--- src/rtl/adc_sim_mux.sv ---
module adc_sim_mux #(
  parameter int WIDTH = 16,
  parameter int NCH   = 4,
  localparam int IW   = (NCH > 1) ? $clog2(NCH) : 1
) (
  input  logic                 clk,
  input  logic                 rst_n,
  input  logic                 mode_wr,
  input  logic [1:0]           mode_wdata,
  input  logic                 conv_strobe,
  input  logic [NCH*WIDTH-1:0] adc_data,
  output logic                 out_valid,
  output logic [IW-1:0]        out_chan,
  output logic [WIDTH-1:0]     out_data
);

  localparam logic [1:0] M_CHAN = 2'b01;
  localparam logic [1:0] M_CNT  = 2'b10;

  logic [1:0]            mode_q;
  logic [1:0]            act_mode;
  logic [WIDTH-1:0]      cnt;
  logic [WIDTH-1:0]      snap;
  logic                  busy;
  logic [IW-1:0]         idx;
  logic [WIDTH-1:0]      buf_q [NCH];

  wire accept   = conv_strobe & ~busy;
  wire mode_chg = mode_q != act_mode;

  always_ff @(posedge clk) begin
    if (!rst_n) begin
      mode_q   <= 2'b00;
      act_mode <= 2'b00;
      cnt      <= '0;
      snap     <= '0;
      busy     <= 1'b0;
      idx      <= '0;
      for (int i = 0; i < NCH; i++) buf_q[i] <= '0;
    end else begin
      if (mode_wr) mode_q <= mode_wdata;
      if (accept) begin
        busy     <= 1'b1;
        idx      <= '0;
        act_mode <= mode_q;
        for (int i = 0; i < NCH; i++) buf_q[i] <= adc_data[i*WIDTH +: WIDTH];
        if (mode_chg) begin
          snap <= '0;
          cnt  <= WIDTH'(1);
        end else begin
          snap <= cnt;
          cnt  <= cnt + WIDTH'(1);
        end
      end else if (busy) begin
        idx <= idx + IW'(1);
        if (idx == IW'(NCH-1)) busy <= 1'b0;
      end
    end
  end

  assign out_valid = busy;
  assign out_chan  = idx;

  always_comb begin
    case (act_mode)
      M_CHAN:  out_data = WIDTH'(idx);
      M_CNT:   out_data = snap;
      default: out_data = buf_q[idx];
    endcase
  end

endmodule

--- config.mk ---
export PLATFORM = sky130hd
export DESIGN_NAME = adc_sim_mux
export DESIGN_NICKNAME = d
export VERILOG_FILES = /design/src/rtl/adc_sim_mux.sv
export SDC_FILE = /design/constraint.sdc
export NUM_CORES = 1
export LEC_CHECK = 0
export BUFFER_PORTS_ARGS = -buffer_cell sky130_fd_sc_hd__buf_2
export CAP_MARGIN = 30
export CORE_UTILIZATION = 50
export CTS_CLUSTER_DIAMETER = 120
export DETAILED_ROUTE_END_ITERATION = 10
export PLACE_DENSITY = 0.75
export SYNTH_ARGS = -nofsm -noshare
export SYNTH_HDL_FRONTEND = slang
export SYNTH_SLANG_ARGS = --single-unit
--- constraint.sdc ---
create_clock -name clk -period 2.9 [get_ports clk]
set_clock_uncertainty 0.2 [all_clocks]
set_input_delay 0.29 -clock clk [delete_from_list [all_inputs] [get_ports clk]]
set_output_delay 0.29 -clock clk [all_outputs]
set_load 0.005 [all_outputs]
; ---- After elaboration in Yosys (flattened, before gate mapping)
; Memory sizes are Yosys's and may differ from the RTL's. A register that Yosys moved wholly into a read port is not among the register bits.
; Index checks and enable logic that the tools add are counted.
[op_classes]
n_addsub = 2
n_eq_ne = 4
mux = 16
bitwise = 7
reduce_logical = 1
[ops]
columns = op, count
row1 = 2-to-1 mux 16 bit, 6
row2 = case mux 16 bit (2 select lines), 1
row3 = "adder 16 x 1 -> 16 bit, second input constant", 1
row4 = 2-to-1 mux 1 bit, 7
row5 = "equality test 2 bit, second input constant", 2
row6 = 2-to-1 mux 2 bit, 2
row7 = bitwise OR 1 bit, 4
row8 = "adder 2 x 1 -> 2 bit, second input constant", 1
row9 = "equality test 2 x 1 -> 1 bit, second input constant", 1
row10 = inequality test 2 bit, 1
row11 = NOT 1 bit, 2
row12 = OR reduction 2 bit, 1
row13 = AND 1 bit, 1
[word_totals]
register_bits = 39
mem_bits_rw = 64
input_bits = 70
out_inout_bits = 19
word_cells = 37
mem_count = 1
[mem_list]
columns = memory, depth, word_bits, read_ports, rd_ports_with_merged_regs, write_ports, line
row1 = buf_q, 4, 16, 1, 1, 4, 26  ; logic [WIDTH-1:0] buf_q [NCH];

; ---- Logic depth before layout (Yosys ltp)
[logic_depth]
depth_word = 6
ltp_mapped = 7
mapped_depth_nobuf = 5

; ---- Worst setup path before layout
; No wires, ideal clock.
[synth_path]
path_kind = register to register
from = register busy, in the netlist out_valid
to = memory buf_q[0][0] (enable)
setup_time_ps = 420
t_arrival_ps = 2475
required_ps = 2280
path_slack_ps = -195
path_stages_with_launch = 7
path_buffers = 3
period_less_slack_ps = 3095
path_cell_list = dfxtp_1 -> buf_2 -> nand2b_1 -> and2_1 -> clkbuf_1 -> clkbuf_1 -> inv_1
[synth_lines]
columns = element, line
row1 = from (decl), 24  ; logic busy;
row2 = from (signal assigned), 37  ; busy <= 1'b0;
row3 = from (signal assigned), 43  ; busy <= 1'b1;
row4 = from (signal assigned), 56  ; if (idx == IW'(NCH-1)) busy <= 1'b0;
row5 = to (decl), 26

; ---- Worst setup path after layout
[layout_path]
from = register act_mode[1]
to = output out_data[5]
[layout_between]
elab_chain_cells = 2
word_cells_on_any_way = 3
cone_classes = eq/ne (2) / mux (1)
[layout_rtl]
columns = element, line
row1 = from (decl), 21  ; logic [1:0] act_mode;
row2 = from (signal assigned), 45  ; act_mode <= mode_q;
row3 = equality test 2 bit or equality test 2 x 1 -> 1 bit (tied branches), 65  ; case (act_mode)
row4 = case mux 16 bit (2 select lines) (*), 65
row5 = to (decl), 14  ; output logic [WIDTH-1:0] out_data
; Mark *: on every way between the ends. The rest lies on a longest branch, timed or not.

==> flow_summary.toml <==
[cells_and_area]
multi_input_area_um2 = 1703
mostFrequentLayoutCells = "buf_2, and3_1, edfxtp_1, dfxtp_1, nand2_1"
nFillCells = 703
nNetsFinal = 529
syn_to_final_growth_pct = 17.15
final_common_cell = "buf_2"
ff_latch_area_um2 = 2743
drive_gt1_frac = 0.2891
num_antenna_cells = 0

[setup_path]
startpoint = "act_mode[1]"
end_kind = "output port"
endpoint = "out_data[5]"
path_class = "reg2out"
path_buf_inv = 1
crit_family = "adder cells"
slowest_stage = "ha_1"
crit_cells = 4
worstRegToRegCells = 4
ff2ff_setup_slack_ns = 0.71
r2r-start = "out_valid"
critPathMaxFanout = 16
max_stage_delay_ns = 0.56
crit_required_ns = 2.41
cp_cell_sequence = "ha_1 -> nand2_1 -> o21ai_0 -> buf_2"
cp.arrival_ns = 1.90
critPathLaunchType = "flop"
r2r-end = "cnt[15]"

[cts]
cts_hold_buf = 3
clock_path_buffers = 2
path_clk_slew_ns = 0.10
clk-insertion-delay-late_ns = 0.36
cts.htree.levels = 3
cts_tree = "done"
cts_resized = 0
cts-root-buf = "clkbuf_8"
cts_buffers = 9
clkSinkCount = 105
post_cts.repair.setup_buffers = 0

[global_routing]
grt_overflow_total = 0
met2_usage = 0.3344
busiest_layer = "met2"
use_met1 = 0.2703
grt_pass1_vias = 3112
grt_use_met3 = 0.05180
grt_pass1_wl_mm = 15.17
antenna_found_initial = 0
grt_use_total = 0.2066
grt_max_degree = 75

[drt]
avgRoutedWirePerCell_um = 16.55
vias_per_cell = 5.579
drt-initial-drc-count = 186
vias = 3169
antenna_left = 0
firstDrtPassIters = 8
routed_wl_mm = 9.403
drc = 8

[power_and_ir_drop]
p_switching_uw = 696.7
leakage_uw = 0.002309
p_comb_frac = 0.105
power.density_nw_per_um2 = 543.2
seq_power_share = 0.582
intPower_uw = 2215
sw_frac_of_total = 0.2393
power.total_uw = 2912
p_clk_frac = 0.313
ir_drop_v = 0.0002803

[timing]
worst_pin_slew_ns = 0.7079
fin_crit_sh = 0.8229
fmax_mhz = 419.1
slew_violations = 0
rsz0062_at_grt = "false"
final-hold-violation-count = 0
layout_min_cycle_time_ns = 2.386
maxSlewHeadroom = 0.5280
finalSetupViolations = 0
setup_tns_ns = 0

[die]
die_height_um = 97.66
start_util = 0.5196
rows = 34
die_w_um = 97.66
coreArea_um2 = 8806
io_pins = 89
die-area_um2 = 9537

[synth]
avgSynthCellArea_um2 = 12.23
async_flop_share = 0
syn_area_um2 = 4576
syn_inst = 374
synthFlopType = "edfxtp_1"
synth_edf_count = 64
yosysUniqueCellTypes = 33
syn_nets = 448
ys_warn_count = 0
seq_area_frac_synth = 0.5994
synth_seq_cells = 105

[place]
port-buffer-count = 88
detailed_place_hpwl_mm = 6.587
finalWeightedCongestion = 0.8354

[min_path]
hp-class = "in2reg"

[run_status]
violations = "design-rule violations"
status = "complete, but fails checks"

[flow_run]
cap_violations = 0
logic make-up after synthesis:
logic type,count (synthesis),share of synthesized area
AO/OA/AOI/OAI,44,0.06699
XOR/XNOR,15,0.02871
adder cells (fa/ha/maj),4,0.01094
buffers and inverters,36,0.03008
flip-flops,105,0.5994
multiplexers,19,0.08532
AND/OR/NAND/NOR,151,0.1786
registers in the layout, summed over array words and instances, names as in the netlist, named ones only:
signal     cells
out_valid      1
mode_q         2
act_mode       2
out_chan       2
buf_q         64
cnt           16
snap          16
how the worst min path moves through the flow:
| stage | startpoint | to | slack (ns) | cells past startpoint |
|---|---|---|---|---|
| 2_1_floorplan | conv_strobe | out_valid | 0.23 | 1 |
| 3_3_place_gp | snap[10] | snap[10] | 0.26 | 1 |
| 3_5_place_dp | snap[2] | snap[2] | 0.27 | 1 |
| 4_1_cts | adc_data[47] | buf_q[2][15] | 0.02 | 2 |
| 5_1_grt | adc_data[47] | buf_q[2][15] | 0.002 | 2 |
| 6_report | adc_data[47] | buf_q[2][15] | 0.03 | 2 |
worst reg2reg max path, delay by kind of cell, from the launching register on:
kind,cells,cell delay [ns]
simple gates,3,1.36
compound gates,1,0.14
flops,1,0.42
stage by stage:
stage                     utilization  cell area (um2)  hold WS, ns  worst slack [ns]  instances
after CTS                      0.6087             5360      0.01524            0.4660        568
after floorplan                     -             4581       0.2278           0.06048        374
final                          0.6087             5360      0.03025            0.5137        568
after global placement         0.5827             5131       0.2619            0.7639        549
after detailed placement       0.5827             5131       0.2657            0.7430        549
after global routing           0.6087             5360     0.002325            0.3256        568
power groups by stage:
stage | combinational, uW | clock, uW | sequential (uW)
finish | 307 | 911 | 1690
global route | 338 | 977 | 1700
CTS | 310 | 923 | 1690
detailed placement | 306 | 0 | 1730
global placement | 298 | 0 | 1720
floorplan | 180 | 0 | 1710
layout make-up:
class	count	share of cell area
repair buffers	101	0.1041
well taps	108	0.02521
inverters	5	0.004202
clock buffers	9	0.02311
flip-flops and latches	105	0.5117
multi-input cells	233	0.3177
clock inverters	7	0.01401
Yosys cell counts (2+ instances only):
library cell | count | share of area
nand4_1 | 4 | 0.0055
a22o_1 | 17 | 0.033
xor2_1 | 4 | 0.0077
or4_1 | 2 | 0.0033
nor3_1 | 3 | 0.0033
dfxtp_1 | 41 | 0.18
o211a_1 | 2 | 0.0044
xnor2_1 | 11 | 0.021
mux2i_1 | 3 | 0.0066
ha_1 | 4 | 0.011
nand2_1 | 40 | 0.033
edfxtp_1 | 64 | 0.42
o21ai_0 | 19 | 0.021
nor2b_1 | 3 | 0.0041
inv_1 | 5 | 0.0041
nand3b_1 | 2 | 0.0033
nor4_1 | 4 | 0.0055
nor2_1 | 18 | 0.015
a21boi_0 | 2 | 0.0033
clkbuf_1 | 28 | 0.023
and3_1 | 65 | 0.089
nand3_1 | 5 | 0.0055
buf_2 | 2 | 0.0022
a22oi_1 | 2 | 0.0033
mux4_2 | 16 | 0.079
metal layers:
layer	share of wire	wire length (um)	vias up
li1	-	-	1542
met1	0.43	4061	1506
met2	0.48	4557	104
met5	0	0	-
met4	0.023	217	0
met3	0.060	566	17
Power figures use the tool's default switching activity.
